`src/rtl/pic_pkg.sv`:
```
package pic_pkg;
    localparam int unsigned PRIO_W = 3;
    localparam int unsigned ADDR_W = 8;
    localparam int unsigned WIN_N  = 8;
    localparam int unsigned ENT_W  = $clog2(WIN_N);
    localparam int unsigned BASE_W = ADDR_W - ENT_W - 1;

    typedef logic [PRIO_W-1:0] lvl_t;

    typedef struct packed {
        lvl_t lvl;
        logic mask;
    } ctx_t;
endpackage

```
`src/rtl/pic_cfg.sv`:
```
module pic_cfg
    import pic_pkg::*;
#(
    parameter int unsigned NUM_SRC = 16
) (
    input  logic                          clk_i,
    input  logic                          rst_ni,
    input  logic                          wr_i,
    input  logic                          win_i,
    input  logic [ENT_W-1:0]              ent_i,
    input  logic [ADDR_W-1:0]             wdata_i,
    output logic [ADDR_W-1:0]             rdata_o,
    output logic [NUM_SRC-1:0][PRIO_W-1:0] lvl_o
);
    localparam int unsigned SEL_W = BASE_W + ENT_W;
    localparam int unsigned IDX_W = $clog2(NUM_SRC);

    typedef struct packed {
        logic [BASE_W-1:0]               base;
        logic [NUM_SRC-1:0][PRIO_W-1:0]  lvl;
    } cfg_st_t;

    cfg_st_t          st_d, st_q;
    logic [SEL_W-1:0] sel;
    logic [IDX_W-1:0] idx;
    logic             hit;

    always_comb begin
        sel  = {st_q.base, ent_i};
        idx  = sel[IDX_W-1:0];
        hit  = (32'(sel) < NUM_SRC);
        st_d = st_q;
        if (wr_i && !win_i) begin
            st_d.base = wdata_i[ADDR_W-1:ENT_W+1];
        end
        if (wr_i && win_i && hit) begin
            st_d.lvl[idx] = wdata_i[PRIO_W-1:0];
        end
        if (win_i) begin
            rdata_o = hit ? ADDR_W'(st_q.lvl[idx]) : '0;
        end else begin
            rdata_o = {st_q.base, {(ENT_W+1){1'b0}}};
        end
    end

    always_ff @(posedge clk_i or negedge rst_ni) begin
        if (!rst_ni) begin
            st_q.base <= '0;
            for (int i = 0; i < NUM_SRC; i++) begin
                st_q.lvl[i] <= PRIO_W'(1);
            end
        end else begin
            st_q <= st_d;
        end
    end

    assign lvl_o = st_q.lvl;


    base_keep_chk: assert property (@(posedge clk_i) disable iff (!rst_ni)
        (wr_i && win_i) |=> $stable(st_q.base));
endmodule

```
`src/rtl/pic_arb.sv`:
```
module pic_arb
    import pic_pkg::*;
#(
    parameter int unsigned NUM_SRC = 16
) (
    input  logic [NUM_SRC-1:0]             req_i,
    input  logic [NUM_SRC-1:0][PRIO_W-1:0] lvl_i,
    input  lvl_t                           run_lvl_i,
    input  logic                           mask_i,
    output logic                           irq_o,
    output logic [$clog2(NUM_SRC)-1:0]     win_idx_o,
    output lvl_t                           win_lvl_o
);
    localparam int unsigned IDX_W = $clog2(NUM_SRC);

    always_comb begin
        win_lvl_o = '0;
        win_idx_o = '0;
        for (int i = 0; i < NUM_SRC; i++) begin
            if (req_i[i] && (lvl_i[i] != '0) && (lvl_i[i] >= win_lvl_o)) begin
                win_lvl_o = lvl_i[i];
                win_idx_o = IDX_W'(i);
            end
        end
        irq_o = !mask_i && (win_lvl_o > run_lvl_i);
    end
endmodule

```
`src/rtl/pic_ctx.sv`:
```
module pic_ctx
    import pic_pkg::*;
#(
    parameter int unsigned NUM_SRC = 16,
    parameter int unsigned STK_D   = 8
) (
    input  logic                       clk_i,
    input  logic                       rst_ni,
    input  logic                       fire_i,
    input  logic [$clog2(NUM_SRC)-1:0] win_idx_i,
    input  lvl_t                       win_lvl_i,
    input  logic                       rti_i,
    input  logic                       cli_i,
    output lvl_t                       run_lvl_o,
    output logic                       mask_o,
    output logic [$clog2(NUM_SRC)-1:0] act_o
);
    localparam int unsigned IDX_W = $clog2(NUM_SRC);
    localparam int unsigned SP_W  = $clog2(STK_D + 1);
    localparam int unsigned STK_W = (STK_D > 1) ? $clog2(STK_D) : 1;

    typedef struct packed {
        lvl_t                  lvl;
        logic                  mask;
        logic [IDX_W-1:0]      act;
        logic [SP_W-1:0]       sp;
        ctx_t [STK_D-1:0]      stk;
    } ctx_st_t;

    ctx_st_t         st_d, st_q;
    logic [SP_W-1:0] top;

    always_comb begin
        st_d = st_q;
        top  = st_q.sp - 1'b1;
        if (cli_i) begin
            st_d.mask = 1'b0;
        end
        if (rti_i && (st_q.sp != '0)) begin
            st_d.lvl  = st_q.stk[top[STK_W-1:0]].lvl;
            st_d.mask = st_q.stk[top[STK_W-1:0]].mask;
            st_d.sp   = top;
        end
        if (fire_i && (32'(st_q.sp) < STK_D)) begin
            st_d      = st_q;
            st_d.stk[st_q.sp[STK_W-1:0]] = '{lvl: st_q.lvl, mask: st_q.mask};
            st_d.sp   = st_q.sp + 1'b1;
            st_d.lvl  = win_lvl_i;
            st_d.mask = 1'b1;
            st_d.act  = win_idx_i;
        end
    end

    always_ff @(posedge clk_i or negedge rst_ni) begin
        if (!rst_ni) begin
            st_q      <= '0;
            st_q.mask <= 1'b1;
        end else begin
            st_q <= st_d;
        end
    end

    assign run_lvl_o = st_q.lvl;
    assign mask_o    = st_q.mask;
    assign act_o     = st_q.act;


    no_overflow_chk: assert property (@(posedge clk_i) disable iff (!rst_ni)
        fire_i |-> (32'(st_q.sp) < STK_D));

    entry_load_chk: assert property (@(posedge clk_i) disable iff (!rst_ni)
        fire_i |=> (st_q.mask && (st_q.lvl == $past(win_lvl_i))));

    empty_rti_chk: assert property (@(posedge clk_i) disable iff (!rst_ni)
        (rti_i && !fire_i && !cli_i && (st_q.sp == '0)) |=> ($stable(st_q.lvl) && $stable(st_q.mask)));

    cli_clear_chk: assert property (@(posedge clk_i) disable iff (!rst_ni)
        (cli_i && !fire_i && !rti_i) |=> !st_q.mask);
endmodule

```
`src/rtl/prio_intc.sv`:
```
module prio_intc
    import pic_pkg::*;
#(
    parameter int unsigned NUM_SRC = 16,
    parameter int unsigned STK_D   = 8
) (
    input  logic                       clk_i,
    input  logic                       rst_ni,
    input  logic [NUM_SRC-1:0]         req_i,
    input  logic                       ack_i,
    input  logic                       rti_i,
    input  logic                       cli_i,
    input  logic                       cfg_wr_i,
    input  logic                       cfg_win_i,
    input  logic [ENT_W-1:0]           cfg_ent_i,
    input  logic [ADDR_W-1:0]          cfg_wdata_i,
    output logic [ADDR_W-1:0]          cfg_rdata_o,
    output logic                       irq_o,
    output logic [$clog2(NUM_SRC)-1:0] vec_o
);
    localparam int unsigned IDX_W = $clog2(NUM_SRC);

    logic [NUM_SRC-1:0][PRIO_W-1:0] lvls;
    lvl_t                           run_lvl, win_lvl;
    logic                           mask, irq, fire;
    logic [IDX_W-1:0]               win_idx, act_idx;

    pic_cfg #(.NUM_SRC(NUM_SRC)) i_cfg (
        .clk_i   (clk_i),
        .rst_ni  (rst_ni),
        .wr_i    (cfg_wr_i),
        .win_i   (cfg_win_i),
        .ent_i   (cfg_ent_i),
        .wdata_i (cfg_wdata_i),
        .rdata_o (cfg_rdata_o),
        .lvl_o   (lvls)
    );

    pic_arb #(.NUM_SRC(NUM_SRC)) i_arb (
        .req_i     (req_i),
        .lvl_i     (lvls),
        .run_lvl_i (run_lvl),
        .mask_i    (mask),
        .irq_o     (irq),
        .win_idx_o (win_idx),
        .win_lvl_o (win_lvl)
    );

    assign fire = ack_i && irq;

    pic_ctx #(.NUM_SRC(NUM_SRC), .STK_D(STK_D)) i_ctx (
        .clk_i     (clk_i),
        .rst_ni    (rst_ni),
        .fire_i    (fire),
        .win_idx_i (win_idx),
        .win_lvl_i (win_lvl),
        .rti_i     (rti_i),
        .cli_i     (cli_i),
        .run_lvl_o (run_lvl),
        .mask_o    (mask),
        .act_o     (act_idx)
    );

    assign irq_o = irq;
    assign vec_o = irq ? win_idx : act_idx;


    mask_blocks_chk: assert property (@(posedge clk_i) disable iff (!rst_ni)
        mask |-> !irq_o);

    strict_nest_chk: assert property (@(posedge clk_i) disable iff (!rst_ni)
        irq_o |-> (win_lvl > run_lvl));

    lvl_zero_chk: assert property (@(posedge clk_i) disable iff (!rst_ni)
        irq_o |-> (lvls[vec_o] != '0));

    vec_hold_chk: assert property (@(posedge clk_i) disable iff (!rst_ni)
        (ack_i && irq_o) |=> (vec_o == $past(vec_o)));
endmodule

```
`config.mk`:
```
export PLATFORM = sky130hd
export DESIGN_NAME = prio_intc
export DESIGN_NICKNAME = d
export VERILOG_FILES = /design/src/rtl/pic_pkg.sv /design/src/rtl/pic_cfg.sv /design/src/rtl/pic_arb.sv /design/src/rtl/pic_ctx.sv /design/src/rtl/prio_intc.sv
export SDC_FILE = /design/constraint.sdc
export NUM_CORES = 1
export LEC_CHECK = 0
export BUFFER_PORTS_ARGS = -buffer_cell sky130_fd_sc_hd__buf_2
export CORE_UTILIZATION = 67
export DETAILED_ROUTE_END_ITERATION = 8
export GPL_ROUTABILITY_DRIVEN = 0
export PLACE_DENSITY = 0.87
export SYNTH_ARGS = -nofsm -noshare
export SYNTH_HDL_FRONTEND = slang
export SYNTH_SLANG_ARGS = --single-unit
```
`constraint.sdc`:
```
create_clock -name clk_i -period 67.5 [get_ports clk_i]
set_input_delay 6.75 -clock clk_i [delete_from_list [all_inputs] [get_ports clk_i]]
set_output_delay 6.75 -clock clk_i [all_outputs]
set_load 0.1 [all_outputs]
```
After elaboration in Yosys (flattened, before gate mapping)
Cells that the tools add are included.
{"block": "classes", "mux": 48, "n_lt_le_gt_ge": 24, "add_sub_neg": 2, "reduce_logical": 62}
{"operator": "2-to-1 mux 3 bit", "n": 23}
{"operator": "2-to-1 mux 4 bit", "n": 13}
{"operator": "nonzero test 3 bit", "n": 17}
{"operator": "bitwise mux 48 bit", "n": 1}
{"operator": ">= comparator 3 bit", "n": 15}
{"operator": "2-to-1 mux 44 bit", "n": 1}
{"operator": "logical AND 1 bit", "n": 41}
{"operator": "bitwise mux 32 bit", "n": 1}
{"operator": "binary-select mux 3 bit (select 4 bit)", "n": 1}
{"operator": "binary-select mux 4 bit (select 3 bit)", "n": 1}
{"operator": "demux 3 bit (select 4 bit)", "n": 1}
{"operator": "demux 4 bit (select 3 bit)", "n": 1}
{"operator": "less-than comparator 3 x 4 -> 1 bit, second input constant", "n": 2}
{"operator": "2-to-1 mux 8 bit", "n": 1}
{"operator": "less-than comparator 7 x 5 -> 1 bit, second input constant", "n": 1}
{"operator": ">= comparator 3 x 1 -> 1 bit, second input constant", "n": 2}
{"operator": "less-than comparator 4 x 5 -> 1 bit, second input constant", "n": 1}
{"operator": "adder 4 x 1 -> 4 bit, second input constant", "n": 1}
{"operator": ">= comparator 4 x 1 -> 1 bit, second input constant", "n": 1}
{"operator": "less-than comparator 4 bit, second input constant", "n": 1}
{"operator": "2-to-1 mux 2 bit", "n": 2}
{"operator": "nonzero test 4 bit", "n": 1}
{"operator": "subtractor 4 x 1 -> 4 bit, second input constant", "n": 1}
{"operator": "> comparator 3 bit", "n": 1}
{"operator": "other kinds (3)", "n": 5}
{"block": "totals", "inputBits": 34, "register_bits": 96}

Logic depth before layout (Yosys ltp)
Gate-level depths: netlist of run 1.
{"block": "depth", "ltp_word": 54, "depth_mapped": 119, "depth_no_buf": 116}

Modules after synthesis
A second synthesis of run 1 with hierarchy kept.
{"block": "hier_totals", "hier_cells": 708, "hier_area_um2": 7410.9}
{"mod": "pic_cfg", "cells_per_inst": 176, "seq_area_each_um2": 1321.3, "area_per_inst_um2": 2670.1, "n_inst": 1}
{"mod": "pic_arb", "cells_per_inst": 359, "seq_area_each_um2": 0.0, "area_per_inst_um2": 2526.2, "n_inst": 1}
{"mod": "pic_ctx", "cells_per_inst": 168, "seq_area_each_um2": 1102.3, "area_per_inst_um2": 2162.1, "n_inst": 1}
{"mod": "prio_intc", "cells_per_inst": 5, "seq_area_each_um2": 0.0, "area_per_inst_um2": 52.6, "n_inst": 1}

Least setup slack after synthesis of run 1
No wires, ideal clock.
{"block": "synth_timing", "kind": "input port to output port", "start": "in req_i[0]", "end": "out vec_o[0]", "required_ps": 60750, "t_arrival_ps": 31804, "slack_ps": 28946, "n_path_buf": 2, "cell_stages": 105, "path_cell_list": "and2_1 inv_1 ha_1 nand2_1 o21ai_1 nand2_1 o21ai_0 ha_1 nand2b_1 o211ai_1 a31oi_1 a22o_1 a22o_1 ha_1 nand2b_1 a211oi_2 nor3b_2 a211oi_2 [69 not listed] nor2_1 ha_1 nand2b_1 o21bai_1 and3_1 o221a_1 nor3_2 nand2b_1 ha_1 nand2b_1 a21o_1 a21oi_1 nor2b_1 o31a_1 o21ai_0 ha_1 a311oi_1 a21oi_1"}
{"block": "synth_via", "elab_chain_len": 51, "word_cells_on_any_way": 66, "cone_classes": "order compare (16); mux (32); reduce/logical (18)"}
{"item": "start, declared", "line_no": "prio_intc.sv:9", "source": "input logic [NUM_SRC-1:0] req_i,"}
{"item": "logical AND 1 bit * (2 in a row)", "line_no": "pic_arb.sv:20", "source": "if (req_i[i] && (lvl_i[i] != '0) && (lvl_i[i] >= win_lvl_o)) begin"}
{"item": "2-to-1 mux 3 bit *", "line_no": "pic_arb.sv:20"}
{"item": ">= comparator 3 bit", "line_no": "pic_arb.sv:20"}
{"item": "logical AND 1 bit", "line_no": "pic_arb.sv:20"}
{"item": "2-to-1 mux 3 bit *", "line_no": "pic_arb.sv:20"}
{"item": ">= comparator 3 bit", "line_no": "pic_arb.sv:20"}
{"item": "logical AND 1 bit", "line_no": "pic_arb.sv:20"}
{"item": "2-to-1 mux 3 bit *", "line_no": "pic_arb.sv:20"}
{"item": "[35 not listed]"}
{"item": "2-to-1 mux 3 bit *", "line_no": "pic_arb.sv:20"}
{"item": ">= comparator 3 bit", "line_no": "pic_arb.sv:20"}
{"item": "logical AND 1 bit", "line_no": "pic_arb.sv:20"}
{"item": "2-to-1 mux 3 bit *", "line_no": "pic_arb.sv:20"}
{"item": "> comparator 3 bit *", "line_no": "pic_arb.sv:25", "source": "irq_o = !mask_i && (win_lvl_o > run_lvl_i);"}
{"item": "logical AND 1 bit *", "line_no": "pic_arb.sv:25"}
{"item": "named net irq_o", "line_no": "prio_intc.sv:18", "source": "output logic irq_o,"}
{"item": "2-to-1 mux 4 bit *", "line_no": "prio_intc.sv:65", "source": "assign vec_o = irq ? win_idx : act_idx;"}
{"item": "end, declared", "line_no": "prio_intc.sv:19", "source": "output logic [$clog2(NUM_SRC)-1:0] vec_o"}
Mark *: on every way through the listed nets, which the timed path passes. The rest lies on a longest branch.

Worst setup path after layout of run 1
{"block": "layout_timing", "start": "in req_i[0]", "end": "out vec_o[2]"}
{"block": "layout_via", "elab_chain_len": 51, "word_cells_on_any_way": 63, "cone_classes": "order compare (16); mux (29); reduce/logical (18)"}
{"item": "logical AND 1 bit * (2 in a row)", "line_no": "pic_arb.sv:20"}
{"item": "2-to-1 mux 3 bit *", "line_no": "pic_arb.sv:20"}
{"item": ">= comparator 3 bit", "line_no": "pic_arb.sv:20"}
{"item": "logical AND 1 bit", "line_no": "pic_arb.sv:20"}
{"item": "2-to-1 mux 3 bit *", "line_no": "pic_arb.sv:20"}
{"item": ">= comparator 3 bit", "line_no": "pic_arb.sv:20"}
{"item": "logical AND 1 bit", "line_no": "pic_arb.sv:20"}
{"item": "2-to-1 mux 3 bit *", "line_no": "pic_arb.sv:20"}
{"item": "[34 not listed]"}
{"item": "logical AND 1 bit", "line_no": "pic_arb.sv:20"}
{"item": "2-to-1 mux 3 bit", "line_no": "pic_arb.sv:20"}
{"item": ">= comparator 3 bit", "line_no": "pic_arb.sv:20"}
{"item": "logical AND 1 bit", "line_no": "pic_arb.sv:20"}
{"item": "2-to-1 mux 3 bit", "line_no": "pic_arb.sv:20"}
{"item": "> comparator 3 bit", "line_no": "pic_arb.sv:25"}
{"item": "logical AND 1 bit", "line_no": "pic_arb.sv:25"}
{"item": "2-to-1 mux 4 bit *", "line_no": "prio_intc.sv:65"}
Every way passes the cells marked *; elsewhere a longest branch is shown, timed or not.

==> flow_summary.ini, run 1 <==
[placement]
port_buffers = 44
place_ws_ns = 29.76
placed_cells = 907
hpwlAfterDp_um = 14000
placed_area_um2 = 7540

[clock_tree]
h-tree-depth = 3
tritoncts.num_buffers = 9
worst_setup_hold_path_clk_slew_ns = 0.10
clock_sink_count = 96
cts_resized = 0
clk_root_buffer_cell = clkbuf_8
postCtsSetupRepairBufs = 0
cts_max_path_buffers = 2
worst_skew_pair.late_latency_ns = 0.37
tritoncts = done
cts-hold-fix-buffers = 0

[grt]
grt_use_total_pct = 35.6
gr_util_met1_pct = 48.3
antenna_found_initial = 0
grt_util_met2_pct = 57.9
grt_overflow = 0
wire_length_of_the_first_global_routing_pass_um = 31300
vias_in_the_first_global_route = 6260
global_route.peak_usage_layer = met2
grtUsageMet3_pct = 5.81
grt_start_max_net_pins = 72

[setup_path]
worstSetupStartpoint = req_i[0]
critical-path-slowest-cell = a311oi_1
worstReg2RegEnd = i_ctx.st_q[19]
critPathCapture = vec_o[2]
worst_setup_path_end_kind = primary output
regToRegSetupSlack_ns = 41.00
crit_fanout = 9
cp_data_required_time_ns = 60.75
critical-path-top-cell-by-count = ha_1
ff2ff_path_depth = 108
cp_data_arrival_time_ns = 31.43
worstReg2RegStart = i_cfg.lvl_o[2]
timing.setup.critical_path_class = primary input to primary output
startpoint_type = primary input
cp_peak_stage_delay_ns = 0.65

[drt]
vias = 6438
dr.pass1.iters = 5
detail_route.wl_per_cell_um = 20.5
route.detailed.vias_per_inst = 6.98
drt_iter0_markers = 770
final_antenna_violating_net_count = 0
drt_drc_violations_left = 0
routed_wl_um = 18900

[sta]
largest_clock_skew_in_the_final_design_ns = 0.00668
timing.final.crit_period_ns = 38.19
fmaxAchievable_mhz = 26.2
worst_slew_pin_tran_ns = 1.21
worst_slew_margin_rel_pct = 18.7
hold-worst-slack_ns = 0.494
min_period_over_period_pct = 56.6
layout_setup_ws_ns = 29.32
fin_setup_tns_ns = 0
setup_viol_count_final = 0
final_hold_viol_count = 0
grt_setup_unrepaired = false
report.final.slew_viol_count = 0

[synthesis]
synth_enable_flop_cells = 0
post_synth_xor_area_fraction_pct = 0.363
synth-compound-area-share_pct = 21.8
synth_adder_area_share_pct = 6.35
syn-mean-instance-area_um2 = 9.67
synth.yosys.seq_area_share_pct = 33.5
ys.flop_type = dfrtp_1
main_combinational_cell_family_by_area_after_synthesis = compound AO/OA/AOI/OAI gates
yosys_warnings = 0
share_of_synthesized_cell_area_in_and_or_nand_and_nor_gates_pct = 16.9
synth.mux.area_fraction_pct = 17.8
syn-instance-count = 748
synthesis.nets = 812
share_of_flip_flops_with_an_asynchronous_set_or_reset_after_synthesis_pct = 100
postSynthRegisterBits = 96
area_of_the_mapped_netlist_um2 = 7230
synth.distinct_cells = 86

[die]
core_area_um2 = 10400
floorplan.io_pins = 47
initial_core_util_pct = 69.4
die-height_um = 106
die_area_um2 = 11200
floorplan.die.width_um = 106
row_count = 37

[power_and_ir_drop]
leakage_nw = 3.32
share_clk_of_total_power_pct = 12.9
share_of_power_burned_in_combinational_logic_pct = 58.9
irDropWorstVdd_uv = 112
switching_power_mw = 0.155
cell_internal_pwr_mw = 0.155
seq_power_share_pct = 28.2
power.density_cell_area_nw_per_um2 = 40.0
sw_frac_of_total_pct = 50.0

[cells_and_area]
layout_cell_share_with_drive_strength_beyond_1_pct = 25.4
filler_free_cell_count_of_the_finished_design = 923
mostFrequentLayoutCells = 79 x dfrtp_1, 73 x nand2_1, 60 x mux2_2
layout_cell_area_excl_fill_um2 = 7740
design.final.nets = 846
layout.cells.most_common = dfrtp_1
antennaDiodeCount = 0
area.growth.synth_to_final_pct = 7.11

[flow_run]
maxCapViolations = 0

[run_status]
status = completed

[min_path]
min_path_type = flip-flop to flip-flop
-- worst max-delay path: cells and delay by family --
kind,cells,cell delay [ns]
AOI/OAI and AO/OA,37,8.66
and+or+nand+nor,34,5.79
buffers and inverters,6,0.93
muxes,10,3.56
adders and majority gates,20,5.71
-- cell usage after synthesis, types with 4 or more instances --
cell / n / area [um2]
nor3b_1: 4 / 30.0
dfstp_2: 17 / 447
a31oi_1: 5 / 31.3
clkbuf_1: 19 / 71.3
a21oi_1: 34 / 170
o2111ai_1: 4 / 35.0
mux2_2: 60 / 676
o2bb2ai_1: 4 / 35.0
dfrtp_1: 79 / 1980
ha_1: 30 / 375
a21o_1: 9 / 67.6
mux4_2: 23 / 518
o21bai_1: 6 / 45.0
or2_2: 7 / 43.8
nor2_1: 45 / 169
and3_1: 6 / 37.5
nand3_1: 15 / 75.1
o21a_1: 7 / 52.6
maj3_1: 5 / 50.1
and2_1: 19 / 119
nor3_1: 19 / 95.1
o311a_1: 4 / 40.0
o211ai_1: 11 / 82.6
a211oi_1: 4 / 30.0
mux2i_1: 7 / 70.1
a211oi_2: 5 / 62.6
nand4_1: 6 / 37.5
nand2b_1: 22 / 138
a31o_2: 4 / 35.0
o21ai_0: 59 / 295
o31ai_1: 6 / 45.0
nand2_1: 73 / 274
nor2b_1: 11 / 68.8
inv_1: 33 / 124
o21ai_1: 6 / 30.0
-- metrics by stage --
step | util (%) | power (mW)
after floorplan | - | 0.228
after global placement | 72.4 | 0.257
after detailed placement | 72.4 | 0.266
after CTS | 74.4 | 0.307
after global routing | 74.4 | 0.328
final | 74.4 | 0.310
-- cell type report --
type	count	area [um2]
Clock buffer	9	124
Clock inverter	7	83.8
Fill cell	718	2670
Inverter	33	124
Multi-Input combinational cell	595	4570
Sequential cell	96	2420
Tap cell	136	170
Timing Repair Buffer	47	245
-- metal layers --
layer	wire [um]	part of all wire (%)
met5	0	0
met4	536	2.8
met3	1320	6.9
met2	9050	48
met1	8020	42
-- flip-flops by register name, indices dropped and copies added (netlist names) --
name / count
i_cfg.idx: 1
i_cfg.lvl_o: 48
i_cfg.sel: 3
i_ctx.act_o: 4
i_ctx.mask_o: 1
i_ctx.run_lvl_o: 3
i_ctx.st_q: 36
-- cell families after synthesis --
| group | Yosys count |
|---|---|
| simple gates | 244 |
| compound gates | 217 |
| flops | 96 |
| mux | 92 |
| buf+inv | 57 |
| fa+ha+maj | 38 |
| xor+xnor | 3 |
| other cells | 1 |
-- power by group through the flow --
| stage | Clock, mW | Combinational (mW) | Sequential, mW |
|---|---|---|---|
| 2_1_floorplan | 0 | 0.148 | 0.0797 |
| 3_3_place_gp | 0 | 0.171 | 0.0862 |
| 3_5_place_dp | 0 | 0.179 | 0.0877 |
| 4_1_cts | 0.0402 | 0.180 | 0.0867 |
| 5_1_grt | 0.0422 | 0.196 | 0.0894 |
| 6_report | 0.0400 | 0.182 | 0.0875 |
-- worst min path at each step --
stage | to | start | cells past startpoint
detailed placement | i_ctx.st_q[24] | i_ctx.st_q[24] | 1
global placement | i_ctx.st_q[3] | i_ctx.st_q[3] | 2
CTS | i_ctx.st_q[10] | i_ctx.st_q[10] | 2
global route | i_ctx.st_q[8] | i_ctx.st_q[8] | 1
finish | i_ctx.st_q[10] | i_ctx.st_q[10] | 2
floorplan | i_ctx.st_q[2] | i_ctx.st_q[2] | 2
(Power assumes the default switching activity.)
==> inputs of run 2 (changes only) <==
CORE_UTILIZATION = 62   (was 67)
PLACE_DENSITY = 0.81   (was 0.87)
clock period = 36.8 ns   (was 67.5 ns; I/O delays follow)
==> run 2 against run 1 <==
Hold slack worse by 0.0077 ns; routed wire length down 5.9%; non-clock buffer count down 2; die area up 7.9%; worst setup slack worse by 24 ns; utilization down 5.1 points; clock skew up 0.0013 ns; via count down 4.9%; sequential share of layout area down 0.52 points; critical path type unchanged; largest cell class unchanged; highest routed layer unchanged.
==> flow_summary.ini, run 2 (same netlist as run 1, synthesis figures left out) <==
[die]
initial_core_util_pct = 63.6
row_count = 39
core_area_um2 = 11400
floorplan.die.width_um = 110
die_area_um2 = 12100
floorplan.io_pins = 47
die-height_um = 110

[clock_tree]
clk_root_buffer_cell = clkbuf_16
h-tree-depth = 3
worst_setup_hold_path_clk_slew_ns = 0.06
cts_resized = 0
tritoncts.num_buffers = 9
cts_max_path_buffers = 2
clock_sink_count = 96
worst_skew_pair.late_latency_ns = 0.34
cts-hold-fix-buffers = 0
tritoncts = done
postCtsSetupRepairBufs = 0

[grt]
vias_in_the_first_global_route = 5952
wire_length_of_the_first_global_routing_pass_um = 28800
grt_use_total_pct = 31.0
grt_start_max_net_pins = 90
grt_overflow = 0
antenna_found_initial = 0

[drt]
route.detailed.vias_per_inst = 6.60
detail_route.wl_per_cell_um = 19.2
routed_wl_um = 17800
drt_iter0_markers = 591
vias = 6124
drt_drc_violations_left = 0
final_antenna_violating_net_count = 0
dr.pass1.iters = 6

[sta]
timing.final.crit_period_ns = 31.66
final_hold_viol_count = 0
worst_slew_pin_tran_ns = 1.14
report.final.slew_viol_count = 0
largest_clock_skew_in_the_final_design_ns = 0.00793
fin_setup_tns_ns = 0
min_period_over_period_pct = 86.0
fmaxAchievable_mhz = 31.6
hold-worst-slack_ns = 0.486
grt_setup_unrepaired = false
worst_slew_margin_rel_pct = 23.3
setup_viol_count_final = 0

[setup_path]
critical-path-top-cell-by-count = ha_1
timing.setup.critical_path_class = primary input to primary output
critical-path-slowest-cell = a311oi_1
startpoint_type = primary input
cp_data_arrival_time_ns = 27.98
crit_fanout = 9
worst_setup_path_end_kind = primary output
cp_peak_stage_delay_ns = 0.93
cp_data_required_time_ns = 33.12

[placement]
hpwlAfterDp_um = 13300
port_buffers = 44
placed_area_um2 = 7530
placed_cells = 912

[cells_and_area]
filler_free_cell_count_of_the_finished_design = 928
largest_register_ffs = 48
layout_cell_share_with_drive_strength_beyond_1_pct = 25.1
area.growth.synth_to_final_pct = 8.91
antennaDiodeCount = 0
design.final.nets = 844
layout.cells.most_common = dfrtp_1
layout_cell_area_excl_fill_um2 = 7880
mostFrequentLayoutCells = 79 x dfrtp_1, 73 x nand2_1, 60 x mux2_2

[power_and_ir_drop]
irDropWorstVdd_uv = 150
leakage_nw = 3.37
power.density_cell_area_nw_per_um2 = 75.0

[min_path]
min_path_type = flip-flop to flip-flop

[flow_run]
maxCapViolations = 0

[run_status]
status = completed
-- run 2: changes by cell type in the layout (fill, tap and decap cells not counted), sizes merged --
cell,before,now
inv,38,35
buf,47,45
bufinv,1,3
clkbuf,9,10
-- run 2: critical path, delay by kind of cell --
| kind | cells | cell delay (ns) |
|---|---|---|
| AO/OA/AOI/OAI | 39 | 9.00 |
| adder cells (fa/ha/maj) | 20 | 5.68 |
| buffers and inverters | 5 | 0.78 |
| multiplexers | 10 | 3.39 |
| AND/OR/NAND/NOR | 31 | 5.41 |
-- run 2: cell type report --
| type | count | area (um2) |
|---|---|---|
| Multi-Input combinational cell | 595 | 4570 |
| Fill cell | 872 | 3490 |
| Sequential cell | 96 | 2420 |
| Timing Repair Buffer | 45 | 230 |
| Clock buffer | 10 | 229 |
| Tap cell | 143 | 179 |
| Inverter | 33 | 124 |
| Clock inverter | 6 | 115 |
-- run 2: routing by layer --
layer	up-vias	track usage [%]	part of all wire, %
met4	0	11.2	2.1
met3	34	4.47	5.4
met5	-	0	0
li1	2890	-	-
met1	3001	39.8	42
met2	199	53.3	50
-- run 2: worst paths after layout --
| kind | from | endpoint | slack (ns) | cells after the start |
|---|---|---|---|---|
| max in group asynchronous | rst_ni | i_ctx.st_q[7] | 32.38 | 2 |
| max | req_i[0] | vec_o[2] | 5.14 | 105 |
| max reg2reg | i_cfg.lvl_o[2] | i_ctx.st_q[19] | 10.69 | 107 |
| min | i_ctx.act_o[0] | i_ctx.act_o[0] | 0.49 | 2 |
| min reg2reg | i_ctx.act_o[0] | i_ctx.act_o[0] | 0.49 | 2 |
| min in group asynchronous | rst_ni | i_cfg.sel[6] | 3.15 | 1 |
-- run 2: power breakdown --
part | switching, mW | internal [mW] | leakage, nW | total, mW
combinational | 0.206 | 0.119 | 2.00 | 0.325
clock | 0.0398 | 0.0669 | 0.164 | 0.107
sequential | 0.0285 | 0.131 | 1.22 | 0.160
-- run 2: per-stage QoR --
stage	worst slack, ns	total power [mW]	util (%)
6_report	5.14	0.591	69.3
3_5_place_dp	5.36	0.481	66.2
2_1_floorplan	4.39	0.418	-
4_1_cts	5.21	0.591	69.3
3_3_place_gp	6.01	0.468	66.2
5_1_grt	3.49	0.629	69.3
